**config.mk**
```make
export PLATFORM = sky130hd
export DESIGN_NAME = addr_alu
export DESIGN_NICKNAME = d
export VERILOG_FILES = /design/src/rtl/addr_alu_pkg.sv /design/src/rtl/pair_adder.sv /design/src/rtl/disp_adder.sv /design/src/rtl/out_stage.sv /design/src/rtl/addr_alu.sv
export SDC_FILE = /design/constraint.sdc
export NUM_CORES = 1
export LEC_CHECK = 0
export ABC_CLOCK_PERIOD_IN_PS = 900
export BUFFER_PORTS_ARGS = -buffer_cell sky130_fd_sc_hd__clkbuf_2
export CORE_UTILIZATION = 37
export CTS_BUF_LIST = sky130_fd_sc_hd__clkbuf_2 sky130_fd_sc_hd__clkbuf_4 sky130_fd_sc_hd__clkbuf_8
export DETAILED_ROUTE_END_ITERATION = 12
export SLEW_MARGIN = 20
export SYNTH_ARGS = -nofsm -noshare
export SYNTH_HDL_FRONTEND = slang
export SYNTH_SLANG_ARGS = --single-unit
```
**constraint.sdc**
```tcl
create_clock -name clk_i -period 0.9 [get_ports clk_i]
set_clock_uncertainty 0.1 [all_clocks]
set_input_delay 0 -clock clk_i [delete_from_list [all_inputs] [get_ports clk_i]]
set_output_delay 0 -clock clk_i [all_outputs]
set_load 0.01 [all_outputs]
```
**src/rtl/addr_alu_pkg.sv**
```systemverilog
package addr_alu_pkg;
  typedef enum logic [1:0] {
    OP_PAIR     = 2'd0,
    OP_SP_DISP  = 2'd1,
    OP_HL_DISP  = 2'd2,
    OP_PAIR_ALT = 2'd3
  } op_e;

  typedef struct packed {
    logic z;
    logic n;
    logic h;
    logic c;
  } flags_t;
endpackage

```
**src/rtl/pair_adder.sv**
```systemverilog
module pair_adder
  import addr_alu_pkg::*;
#(
  parameter int W = 16
) (
  input  logic [W-1:0] a_i,
  input  logic [W-1:0] b_i,
  input  flags_t       flags_i,
  output logic [W-1:0] sum_o,
  output flags_t       flags_o
);
  localparam int HW = W - 4;

  logic [W:0]  full_sum;
  logic [HW:0] low_sum;

  assign full_sum = {1'b0, a_i} + {1'b0, b_i};
  assign low_sum  = {1'b0, a_i[HW-1:0]} + {1'b0, b_i[HW-1:0]};
  assign sum_o    = full_sum[W-1:0];

  always_comb begin
    flags_o.z = flags_i.z;  // zero flag untouched by 16-bit pair add
    flags_o.n = 1'b0;
    flags_o.h = low_sum[HW];
    flags_o.c = full_sum[W];
  end
endmodule

```
**src/rtl/disp_adder.sv**
```systemverilog
module disp_adder
  import addr_alu_pkg::*;
#(
  parameter int W  = 16,
  parameter int DW = 8
) (
  input  logic [W-1:0]  a_i,
  input  logic [DW-1:0] d_i,
  output logic [W-1:0]  sum_o,
  output flags_t        flags_o
);
  localparam int EXT = W - DW;

  logic [W-1:0] d_ext;
  logic [DW:0]  byte_sum;
  logic [4:0]   nib_sum;

  assign d_ext    = {{EXT{d_i[DW-1]}}, d_i};
  assign sum_o    = a_i + d_ext;
  // flags from an unsigned add of the low byte, independent of sign
  assign byte_sum = {1'b0, a_i[DW-1:0]} + {1'b0, d_i};
  assign nib_sum  = {1'b0, a_i[3:0]} + {1'b0, d_i[3:0]};

  always_comb begin
    flags_o.z = 1'b0;
    flags_o.n = 1'b0;
    flags_o.h = nib_sum[4];
    flags_o.c = byte_sum[DW];
  end
endmodule

```
**src/rtl/out_stage.sv**
```systemverilog
module out_stage
  import addr_alu_pkg::*;
#(
  parameter int W = 16
) (
  input  logic         clk_i,
  input  logic         rst_ni,
  input  logic         load_i,
  input  logic [W-1:0] res_i,
  input  flags_t       flags_i,
  input  logic         dst_hl_i,
  output logic [W-1:0] res_o,
  output flags_t       flags_o,
  output logic         dst_hl_o,
  output logic         valid_o
);
  always_ff @(posedge clk_i or negedge rst_ni) begin
    if (!rst_ni) begin
      res_o    <= '0;
      flags_o  <= '0;
      dst_hl_o <= 1'b0;
      valid_o  <= 1'b0;
    end else begin
      valid_o <= load_i;
      if (load_i) begin
        res_o    <= res_i;
        flags_o  <= flags_i;
        dst_hl_o <= dst_hl_i;
      end
    end
  end
endmodule

```
**src/rtl/addr_alu.sv**
```systemverilog
module addr_alu
  import addr_alu_pkg::*;
#(
  parameter int DATA_W = 16,
  parameter int DISP_W = 8,
  parameter int FLAG_W = 4
) (
  input  logic              clk_i,
  input  logic              rst_ni,
  input  logic              in_valid_i,
  input  logic [1:0]        op_i,
  input  logic [DATA_W-1:0] x_i,
  input  logic [DATA_W-1:0] y_i,
  input  logic [FLAG_W-1:0] flags_i,
  output logic [DATA_W-1:0] result_o,
  output logic [FLAG_W-1:0] flags_o,
  output logic              dst_hl_o,
  output logic              out_valid_o
);
  op_e               op;
  flags_t            cur_flags;
  logic [DATA_W-1:0] pair_sum, disp_sum, sel_sum;
  flags_t            pair_flags, disp_flags, sel_flags, q_flags;
  logic              is_disp, sel_dst_hl;

  assign op        = op_e'(op_i);
  assign cur_flags = flags_t'(flags_i);

  pair_adder #(.W(DATA_W)) u_pair (
    .a_i    (x_i),
    .b_i    (y_i),
    .flags_i(cur_flags),
    .sum_o  (pair_sum),
    .flags_o(pair_flags)
  );

  disp_adder #(.W(DATA_W), .DW(DISP_W)) u_disp (
    .a_i    (x_i),
    .d_i    (y_i[DISP_W-1:0]),
    .sum_o  (disp_sum),
    .flags_o(disp_flags)
  );

  always_comb begin
    is_disp    = (op == OP_SP_DISP) || (op == OP_HL_DISP);
    sel_dst_hl = (op != OP_SP_DISP);
    sel_sum    = is_disp ? disp_sum : pair_sum;
    sel_flags  = is_disp ? disp_flags : pair_flags;
  end

  out_stage #(.W(DATA_W)) u_out (
    .clk_i   (clk_i),
    .rst_ni  (rst_ni),
    .load_i  (in_valid_i),
    .res_i   (sel_sum),
    .flags_i (sel_flags),
    .dst_hl_i(sel_dst_hl),
    .res_o   (result_o),
    .flags_o (q_flags),
    .dst_hl_o(dst_hl_o),
    .valid_o (out_valid_o)
  );

  assign flags_o = q_flags;
endmodule

```
Yosys cells after proc, flatten, opt, wreduce, memory -nomap -nowiden
Index checks and enable logic that the tools add are counted.
{"block": "totals", "regBits": 22, "latch_bits": 0, "mem_bits_rw": 0, "mem_bits_ro": 0, "in_bits": 41, "output_inout_bits": 22, "memories": 0}
{"block": "classes", "addsub": 5, "mul": 0, "div": 0, "order_cmp": 0, "eq_ne": 3, "shifts": 0, "mux": 2, "bitwise_logic": 0, "reduce_logical": 1}
{"op": "adder 16 x 16 -> 17 bit", "n": 1}
{"op": "adder 16 bit", "n": 1}
{"op": "2-to-1 mux 16 bit", "n": 1}
{"op": "adder 12 x 12 -> 13 bit", "n": 1}
{"op": "adder 8 x 8 -> 9 bit", "n": 1}
{"op": "adder 4 x 4 -> 5 bit", "n": 1}
{"op": "2-to-1 mux 4 bit", "n": 1}
{"op": "equality test 2 x 1 -> 1 bit, second input constant", "n": 1}
{"op": "equality test 2 bit, second input constant", "n": 1}
{"op": "inequality test 2 x 1 -> 1 bit, second input constant", "n": 1}
{"op": "logical OR 1 bit", "n": 1}

Depth between registers and ports, before layout
Gate-level depths: netlist (run 1).
{"block": "depth", "word_depth": 3, "depth_mapped": 8, "depth_no_buf": 8}

Hierarchy
From an unflattened synthesis (run 1), not the netlist that was laid out.
{"block": "unflattened", "hier_cells": 272, "area_unflattened_um2": 2847.7}
{"module": "out_stage", "n_inst": 1, "cells_per_inst": 45, "area_per_inst_um2": 884.6}
{"module": "pair_adder", "n_inst": 1, "cells_per_inst": 107, "area_per_inst_um2": 879.6}
{"module": "disp_adder", "n_inst": 1, "cells_per_inst": 95, "area_per_inst_um2": 740.7}
{"module": "addr_alu", "n_inst": 1, "cells_per_inst": 25, "area_per_inst_um2": 342.8}

Worst setup path before layout (run 1)
No wires, ideal clock.
{"block": "synth_path", "path_type": "input-to-reg", "from": "input port x_i[0]", "to": "register u_out.res_o[12]", "arrival_ps": 1825, "required_time_ps": 674, "path_slack_ps": -1151, "path_stages": 8, "n_path_buf": 0, "cell_sequence": "ha_1 > fa_1 > a211oi_2 > or4b_4 > and2_4 > a311oi_4 > mux2i_1 > a221o_1"}
{"block": "synth_via", "elab_chain_cells": 2}
{"element": "start: declaration", "line": "addr_alu.sv:12", "rtl": "input logic [DATA_W-1:0] x_i,"}
{"element": "adder 16 x 16 -> 17 bit / adder 16 bit (equally long branches)", "line": "pair_adder.sv:17, disp_adder.sv:19"}
{"element": "2-to-1 mux 16 bit (*)", "line": "addr_alu.sv:47", "rtl": "sel_sum = is_disp ? disp_sum : pair_sum;"}
{"element": "end signal: assignment", "line": "out_stage.sv:26", "rtl": "res_o <= res_i;"}
{"element": "end: declaration", "line": "out_stage.sv:12", "rtl": "output logic [W-1:0] res_o,"}
Every way passes the cells marked *; elsewhere a longest branch is shown, timed or not.
A chain may end at the register's enable or synchronous reset.

Worst setup path after layout (run 1)
{"block": "layout_path", "from": "input port y_i[3]", "to": "register u_out.res_o[12]"}
{"block": "layout_via", "elab_chain_cells": 2}
{"element": "start: declaration", "line": "addr_alu.sv:13", "rtl": "input logic [DATA_W-1:0] y_i,"}
{"element": "adder 16 x 16 -> 17 bit / adder 16 bit (equally long branches)", "line": "pair_adder.sv:17, disp_adder.sv:19"}
{"element": "2-to-1 mux 16 bit (*)", "line": "addr_alu.sv:47"}
Marked as above.

==> results of run 1 <==
-- timing repair --
item | 4_1_cts | 5_1_grt
endpoints found under the hold margin | 23 | 1
gates cloned | 0 | 0
resized for setup | 29 | 59
setup endpoints to repair | 21 | 33
pin swaps | 16 | 24
setup buffers | 7 | 5
-- power by group --
group          internal, µW  leakage, µW  switching, µW
logic                  1490      0.00146           1280
clock network           308    0.0000255            326
registers              1130     0.000246            116
total                  2930      0.00173           1720
-- stage by stage --
step	setup WS (ns)	std cells	setup TNS (ns)
2_1_floorplan	-0.9926	240	-10.52
3_3_place_gp	-1.206	445	-15.73
3_5_place_dp	-1.247	445	-16.18
4_1_cts	-0.9163	458	-10.92
5_1_grt	-0.9813	463	-12.15
6_report	-0.9296	463	-11.05
-- area by class of cell --
type	count	area share (%)
Clock inverter	1	0.1325
Inverter	10	0.9940
Timing Repair Buffer	158	30.55
Sequential cell	21	13.92
Tap cell	70	2.319
Multi-Input combinational cell	200	50.99
Clock buffer	3	1.093
-- metal layers --
metal | wire length, µm | vias up
met5 | 0 | -
met4 | 62 | 0
met3 | 213 | 4
met2 | 3583 | 58
met1 | 3236 | 1195
li1 | - | 1230
-- kinds of logic (layout without fill, tap and decap cells) --
family          Yosys count  after routing  share of synthesized area (%)
other cells               1              1                         0.1813
xor+xnor                 14             14                          5.929
mux                       8              8                          4.174
compound gates           88             88                          29.64
flops                    21             21                          25.41
fa+ha+maj                25             25                          15.49
simple gates             64             64                          15.55
buf+inv                  19            172                          3.630
-- worst max path at each step --
stage	from	end	slack, ns	cells past startpoint
6_report	y_i[3]	u_out.res_o[12]	-0.93	9
3_3_place_gp	x_i[1]	u_out.res_o[13]	-1.21	9
5_1_grt	y_i[3]	u_out.res_o[12]	-0.98	9
3_5_place_dp	x_i[1]	u_out.res_o[13]	-1.25	9
4_1_cts	y_i[3]	u_out.res_o[12]	-0.92	9
2_1_floorplan	x_i[0]	u_out.res_o[12]	-0.99	8
-- cells in the mapped netlist (all sizes together) (3+ instances only) --
master,n
inv,10
dfrtp,21
mux2i,3
o21bai,3
o21a,3
nor3,9
xor2,3
a21oi,26
o211ai,3
ha,24
a21o,7
clkbuf,8
o21ai,12
nand2,12
nor4,4
mux2,5
nand3,12
nor2,16
a31oi,5
a221o,3
xnor2,11
a211oi,7
-- worst max-delay path, stage by stage --
cell and delay (ns):
buf_6 0.09, ha_4 0.26, buf_6 0.09, o21ai_4 0.07, or4b_4 0.54, and2_4 0.19
a311oi_4 0.25, mux2i_1 0.12, a221o_1 0.26
-- sequential cells by signal (all words and copies together), names as in the netlist --
name	count
u_out.flags_o	3
u_out.valid_o	1
u_out.res_o	16
u_out.dst_hl_o	1
==> reports/metrics.yaml, run 1 <==
timing.fmax_mhz: 546.6
wl_per_cell_um: 15.32
port_buffers: 58
syn-num-nets: 306
cp_max_fo: 3
drv_slew: 0
synthArstFlopShare_pct: 100.0
r2r_setup_slack_ns: -0.09
numCtsBuffers: 3
drive_gt1_share_pct: 56.74
ys_seq_area_share_pct: 25.41
hold_path_class: "in -> reg"
regArea_um2: 525.5
ys.flop_type: "dfrtp_1"
rows: 26
place.gp.congestion: 0.8562
routed_wl_um: 7095
grt_max_degree: 22
ant_nets: 0
cp_data_arrival_time_ns: 1.88
fin_ws_ns: -0.9296
syn-instance-count: 240
die_width_um: 76.77
synth.avg_cell_area_um2: 8.618
yosysTopAreaCellShare_pct: 25.41
postCtsHoldBufs: 3
io_pins: 63
violations: "negative hold slack, negative setup slack"
ys_ff_latch: 21
yosys.area.top_type: "dfrtp_1"
ys_types: 50
fp.dieH_um: 76.77
grt_pass1_vias: 2502
finalHoldViolCount: 1
ys_warn_count: 0
static-leakage-power_uw: 0.001731
period_minus_slack_ns: 1.830
hpwl_um: 5383
cp_data_required_time_ns: 0.95
gr-usage-all-layers_pct: 23.95
h-tree-depth: 1
clockRootBuffer: "clkbuf_8"
via_count: 2487
antenna_found_initial: 0
synth_area_leaders: "dfrtp_1 25%, ha_1 15%, a21oi_1 6.3%"
area_delta_synth_final_pct: 82.58
r2r_start: "u_out.res_o[10]"
multi_input_area_um2: 1926
grt-ovfl-total: 0
drtIter0Drc: 114
cp-end-kind: "flop"
grt_pass1_wl_um: 11350
rsz0062_at_grt: "yes"
grt_util_met2_pct: 42.77
core_um2: 5238
clock_sinks: 21
final_cell_mix: "84 x buf_4, 49 x clkbuf_2, 21 x dfrtp_1, 20 x buf_6, 18 x a21oi_1"
nNetsFinal: 460
final_area_um2: 3776
clk_latency_ns: 0.26
initial_utilization_pct: 39.49
ff2ff_path_depth: 1
r2r_end: "u_out.res_o[10]"
holdWs_ns: -0.02814
grt_most_used_layer: "met2"
grt.met1_usage_pct: 30.68
grt_util_met3_pct: 1.667
clockBufferDepth: 2
ir_drop_mv: 0.7832
worstSetupStartpointType: "primary input"
route.detailed.drc: 0
path_class: "in -> reg"
p_total_uw: 4646
drt_first_pass_iters: 4
maxCapViolations: 0
vias_per_cell: 5.371
synth_edf_count: 0
num_antenna_cells: 0
clk_pin_slew_ns: 0.08
cts_tree: "built"
setup_violations: 20
min_period_over_period_pct: 203.3
placed_cell_area_um2: 3157
layout_commonest_cell: "buf_4"
synth_area_um2: 2068
min_to: "u_out.res_o[0]"
min_from: "x_i[0]"
num-fill-cells: 406
status: "finished with violations"
power_density_nw_per_um2: 1230
holdPathStages: 3
utilization_pct: 72.10
dieArea_um2: 5893
(Power assumes the default switching activity.)
==> run 2, diff against run 1 <==
Settings changed: BUFFER_PORTS_ARGS -buffer_cell sky130_fd_sc_hd__clkbuf_2 to default, DONT_BUFFER_PORTS from default to 1.
==> run 2 against run 1 <==
Net effect:
- the run still ends with negative hold slack, negative setup slack left
- via count is 9.8% lower
- critical path type unchanged
- largest cell class unchanged
- hold slack got worse by 0.084 ns
- sequential share of layout area is 2.1 points higher
- combinational power fell by 13%
- global-route usage down 2.1 points
- total power decreased by 6.1%
- highest routed layer unchanged
- worst setup slack improved by 0.12 ns
- first-iteration DRC count increased by 1.8%
- maximum frequency rose by 6.9%
==> reports/metrics.yaml, run 2 (synthesis gave the netlist of run 1 again) <==
status: "finished with violations"
violations: "negative hold slack, negative setup slack"
maxCapViolations: 0  # unchanged
worst_pin_slew_ns: 0.5065
clockBufferDepth: 2  # unchanged
routed_wl_um: 6337  # -11%
setup_violations: 20  # unchanged
gr-usage-all-layers_pct: 21.84  # -2.1 points
rsz0062_at_grt: "yes"
h-tree-depth: 1  # unchanged
grt_pass1_vias: 2181  # -13%
finalHoldViolCount: 3  # +2
cp-end-kind: "flop"
reg_top3: "u_out.res_o x16, u_out.flags_o x3"
area_delta_synth_final_pct: 58.20
grt-ovfl-total: 0  # unchanged
vias_per_cell: 5.498  # +2.3%
grt_pass1_wl_um: 10300  # -9.2%
port_buffers: 0  # -100%
route.detailed.drc: 0  # unchanged
cp_data_arrival_time_ns: 1.76  # -0.12 ns
nNetsFinal: 405  # -12%
ff2ff_path_depth: 1  # unchanged
min_from: "y_i[0]"
ant_nets: 0  # unchanged
largest_reg_flops: 16  # unchanged
clk_latency_ns: 0.26  # about the same
worstSetupStartpointType: "primary input"
cp_max_fo: 3  # unchanged
layout_commonest_cell: "buf_4"
min_period_over_period_pct: 190.2  # -13 points
layoutNonFillerInstCount: 408  # -12%
place_inst: 394  # -11%
rows: 26  # unchanged
ir_drop_mv: 0.6500  # -17%
period_minus_slack_ns: 1.712  # -0.1174 ns
clk_pin_slew_ns: 0.08  # about the same
path_class: "in -> reg"
final_cell_mix: "73 x buf_4, 24 x buf_6, 21 x a21oi_1, 21 x dfrtp_1, 17 x ha_1"
clockRootBuffer: "clkbuf_8"
dieArea_um2: 5893  # unchanged
drive_gt1_share_pct: 41.72  # -15 points
grt_max_degree: 24  # +9.1%
static-leakage-power_uw: 0.001457  # -16%
die_width_um: 76.77  # unchanged
power_density_nw_per_um2: 1334  # +8.4%
antenna_found_initial: 0  # unchanged
dp_slack_ns: -1.130  # +0.1170 ns
io_pins: 63  # unchanged
place.gp.congestion: 0.8375  # -2.2%
fp.dieH_um: 76.77  # unchanged
numCtsBuffers: 3  # unchanged
max_flop_register: "u_out.res_o"
drtIter0Drc: 116  # +1.8%
num_antenna_cells: 0  # unchanged
clock_sinks: 21  # unchanged
holdWs_ns: -0.1125  # -0.08434 ns
timing.fmax_mhz: 584.0  # +6.9%
hold_path_class: "in -> reg"
critical_path.startpoint: "y_i[3]"
r2r_start: "u_out.res_o[9]"
cts_tree: "built"
via_count: 2243  # -9.8%
slew-limit-headroom_pct: 66.24
initial_utilization_pct: 39.49  # unchanged
hpwl_um: 5022  # -6.7%
cp_data_required_time_ns: 0.95  # about the same
drt_first_pass_iters: 4  # unchanged
wl_per_cell_um: 15.53  # +1.4%
holdPathStages: 2  # -1
drv_slew: 0  # unchanged
core_um2: 5238  # unchanged
fin_ws_ns: -0.8122  # +0.1174 ns
run 2: cell types whose count changed in the layout (fill, tap and decap cells not counted), sizes merged:
cell and change:
clkinv -1, buf -7, dlygate4sd3 +1, clkbuf -48
run 2: layout make-up:
class / count / area, µm²
tap: 70 / 87.58
multi-input combinational: 200 / 1704
inverter: 10 / 37.54
fill: 452 / 1966
timing repair buffer: 103 / 868.3
clock buffer: 4 / 48.80
sequential: 21 / 525.5
run 2: worst max-delay path, cell delays in order:
cell and delay [ns]:
ha_4 0.26, buf_6 0.10, o21ai_4 0.06, or4b_4 0.54, and2_4 0.19, a311oi_4 0.23, mux2i_1 0.11, a221o_1 0.26
run 2: metal layers:
layer | GRT usage (%) | part of all wire [%] | wire length, µm
met3 | 1.429 | 5.5 | 349
met1 | 28.98 | 46 | 2885
met5 | 0 | 0 | 0
met4 | 7.500 | 1.6 | 104
met2 | 37.23 | 47 | 2997
run 2: timing repair:
item                                    4_1_cts  5_1_grt
hold buffers                                  5        1
endpoints found under the setup margin       23       37
cloned                                        0        0
resized for setup                            28       21
buffers inserted                              3        1
endpoints found under the hold margin        39       24
pin swaps                                     7       11
run 2: path summary, 6_finish.rpt:
check / slack (ns) / endpoint
max: -0.81 / u_out.res_o[12]
min: -0.11 / u_out.res_o[0]
max reg2reg: -0.09 / u_out.res_o[9]
min reg2reg: 0.44 / u_out.res_o[1]
max in group asynchronous: 0.20 / u_out.res_o[15]
min in group asynchronous: 0.17 / u_out.res_o[7]
run 2: per-stage QoR:
stage / TNS (ns) / hold WS (ns) / power, µW / cell area (µm²) / util (%)
global placement: -13.56 / -0.3952 / 3298 / 2919 / 55.73
floorplan: -10.52 / -0.3956 / 2380 / 2172 / -
CTS: -17.47 / -0.1138 / 4252 / 3182 / 60.75
finish: -8.767 / -0.1125 / 4365 / 3272 / 62.47
global route: -9.890 / -0.1128 / 4639 / 3272 / 62.47
detailed placement: -13.90 / -0.3953 / 3321 / 2919 / 55.73
run 2: power breakdown:
group / total, µW / switching [µW] / internal (µW) / leakage, µW
combinational: 2420 / 1050 / 1360 / 0.00118
clock: 663 / 317 / 346 / 0.0000262
sequential: 1290 / 155 / 1130 / 0.000246
==> run 3, diff against run 2 <==
Settings changed: SKIP_LAST_GASP from default to 1, SYNTH_HIERARCHICAL from default to 1.
==> run 3 against run 2 <==
Net effect:
- the run still ends with negative hold slack, negative setup slack left
- utilization down 4.0 points
- flip-flop and latch count up 1
- total power up 29%
- cell area up 31%
- sequential power up 12%
- global-route usage down 4.1 points
- maximum frequency down 16%
- critical path depth up 2
- synthesized cell count up 13%
- worst setup slack worse by 0.32 ns
- synthesized area up 38%
- first-iteration DRC count down 39%
==> reports/metrics.yaml, run 3 <==
timing.fmax_mhz: 493.0  # -16%
clock_sinks: 22  # +4.8%
slowest_stage: "a311o_2"
final_cell_mix: "70 x buf_4, 40 x mux2_4, 34 x buf_6, 22 x dfrtp_1, 18 x ha_4"
finalHoldViolCount: 44  # +41
path_class: "in -> reg"
clockRootBuffer: "clkbuf_8"
ys_warn_count: 6  # +6
slew-limit-headroom_pct: 36.00  # -30 points
drive_gt1_share_pct: 59.30  # +18 points
area_delta_synth_final_pct: 50.40
holdWs_ns: -0.3174  # -0.2049 ns
hpwl_um: 5455  # +8.6%
synth_edf_count: 0  # unchanged
drt_first_pass_iters: 4  # unchanged
nNetsFinal: 448  # +11%
core_um2: 7331  # +40%
synth.avg_cell_area_um2: 10.47  # +21%
wl_per_cell_um: 15.48  # -0.33%
vias_per_cell: 5.106  # -7.1%
syn-instance-count: 272  # +13%
ys_ff_latch: 22  # +4.8%
worstSetupStartpointType: "primary input"
route.detailed.drc: 0  # unchanged
routed_wl_um: 7276  # +15%
gr-usage-all-layers_pct: 17.78  # -4.1 points
via_count: 2400  # +7.0%
port_buffers: 0  # unchanged
grt_pass1_vias: 2456  # +13%
antenna_found_initial: 0  # unchanged
min_period_over_period_pct: 225.4  # +35 points
reg_top3: "u_out/res_o x16, u_out/flags_o x4"
cp-end-kind: "flop"
fp.dieH_um: 89.73  # +17%
ys_types: 58  # +16%
path_common_cell: "mux2_4"
clk_pin_slew_ns: 0.07  # about the same
initial_utilization_pct: 38.85  # -0.64 points
die_width_um: 89.73  # +17%
ir_drop_mv: 0.5530  # -15%
max_flop_register: "u_out/res_o"
cp_num_buf_inv: 0  # -1
multi_input_area_um2: 2592  # +52%
synthArstFlopShare_pct: 100.0  # unchanged
grt_pass1_wl_um: 11810  # +15%
num_antenna_cells: 0  # unchanged
regArea_um2: 550.5  # +4.8%
rows: 31  # +19%
synth.most_common_cell: "mux2_4"
postCtsHoldBufs: 1  # -4
period_minus_slack_ns: 2.028  # +0.3162 ns
fin_ws_ns: -1.128  # -0.3162 ns
place.gp.congestion: 0.8145  # -2.7%
yosysTopAreaCellShare_pct: 21.09  # -4.3 points
h-tree-depth: 1  # unchanged
ys.flop_type: "dfrtp_1"
cp_slowest_stage_delay_ns: 0.37  # -0.17 ns
clk_latency_ns: 0.26  # about the same
clockBufferDepth: 2  # unchanged
io_pins: 63  # unchanged
ant_nets: 0  # unchanged
p_total_uw: 5631  # +29%
grt-ovfl-total: 0  # unchanged
hold_path_class: "in -> reg"
cts_tree: "built"
synth_area_um2: 2848  # +38%
ys_seq_area_share_pct: 19.33  # -6.1 points
maxCapViolations: 0  # unchanged
static-leakage-power_uw: 0.001975  # +36%
drv_slew: 0  # unchanged
worst_pin_slew_ns: 0.9600  # +0.4536 ns
cp_data_required_time_ns: 0.95  # about the same
yosys.area.top_type: "mux2_4"
layout_commonest_cell: "buf_4"
num-fill-cells: 595  # +32%
synth_area_leaders: "mux2_4 21%, dfrtp_1 19%, ha_1 14%"
cp_data_arrival_time_ns: 2.07  # +0.31 ns
status: "finished with violations"
dieArea_um2: 8051  # +37%
setup_violations: 22  # +10%
numCtsBuffers: 3  # unchanged
crit_family: "compound AO/OA/AOI/OAI gates"
yosys-top-cells-count: "40 x mux2_4, 32 x ha_1, 22 x dfrtp_1, 17 x a21oi_1"
path_cells: "ha_4 > fa_2 > a21o_1 > a311o_2 > nand3_2 > a21boi_2 > a221oi_2 > xnor2_1 > mux2_4 > mux2_4"
drtIter0Drc: 71  # -39%
power_density_nw_per_um2: 1315  # -1.4%
violations: "negative hold slack, negative setup slack"
cp_max_fo: 3  # unchanged
grt_max_degree: 23  # -4.2%
rsz0062_at_grt: "yes"
largest_reg_flops: 16  # unchanged
[run 3: cell types whose count changed after synthesis, sizes merged, moves of 8 or more]
cell and delta:
buf +10, mux2 +36, ha +8, clkbuf -8, xor2 +10
[run 3: per-layer routing]
layer	part of all wire, %	global-route usage, %	wire [µm]	up-vias
li1	-	-	-	1211
met1	45	23.23	3282	1144
met2	51	31.67	3731	41
met3	2.7	1.438	200	4
met4	0.84	4.098	61	0
met5	0	0	0	-
[run 3: what timing repair did]
item | CTS | global route
gates resized for setup | 45 | 23
buffers inserted | 15 | 7
pin swaps | 25 | 19
hold endpoints to repair | 44 | 44
endpoints found under the setup margin | 30 | 61
[run 3: worst paths after layout]
kind,start,end,slack (ns),depth (start not counted)
max,x_i[0],u_out/res_o[14],-1.13,10
min,in_valid_i,u_out/valid_o,-0.32,0
max reg2reg,u_out/res_o[12],u_out/res_o[12],-0.10,2
min reg2reg,u_out/dst_hl_o,u_out/dst_hl_o,0.42,1
max in group asynchronous,rst_ni,u_out/flags_o[2],0.26,1
min in group asynchronous,rst_ni,u_out/res_o[7],-0.14,1
[run 3: final cells by class]
cell class | instances | area share [%]
sequential | 22 | 12.85
multi-input combinational | 233 | 60.53
timing repair buffer | 106 | 21.85
tap | 99 | 2.892
clock buffer | 3 | 0.9641
inverter | 7 | 0.9056
[run 3: power by group]
part	internal, µW	leakage, µW	switching, µW
registers	1240	0.000257	210
logic	2240	0.00170	1360
clock network	298	0.0000216	284
total	3780	0.00198	1850
[run 3: per-stage QoR]
step	setup TNS [ns]	area (µm²)	utilization (%)	instances	setup WS (ns)
6_report	-13.98	4283	58.42	470	-1.128
5_1_grt	-14.98	4283	58.42	470	-1.182
4_1_cts	-17.19	4128	56.31	464	-1.099
3_5_place_dp	-18.95	3739	51.00	446	-1.519
3_3_place_gp	-18.63	3739	51.00	446	-1.470
2_1_floorplan	-16.29	3083	-	273	-1.394
[run 3: logic make-up (layout without fill, tap and decap cells)]
| kind of cell | count (synthesis) | count (layout) | share of synthesized area, % |
|---|---|---|---|
| flops | 22 | 22 | 19.33 |
| compound gates | 74 | 74 | 19.90 |
| buf+inv | 18 | 116 | 4.306 |
| other cells | 2 | 3 | 0.2637 |
| mux | 41 | 41 | 21.49 |
| xor+xnor | 23 | 23 | 7.074 |
| fa+ha+maj | 34 | 34 | 15.47 |
| simple gates | 58 | 58 | 12.17 |
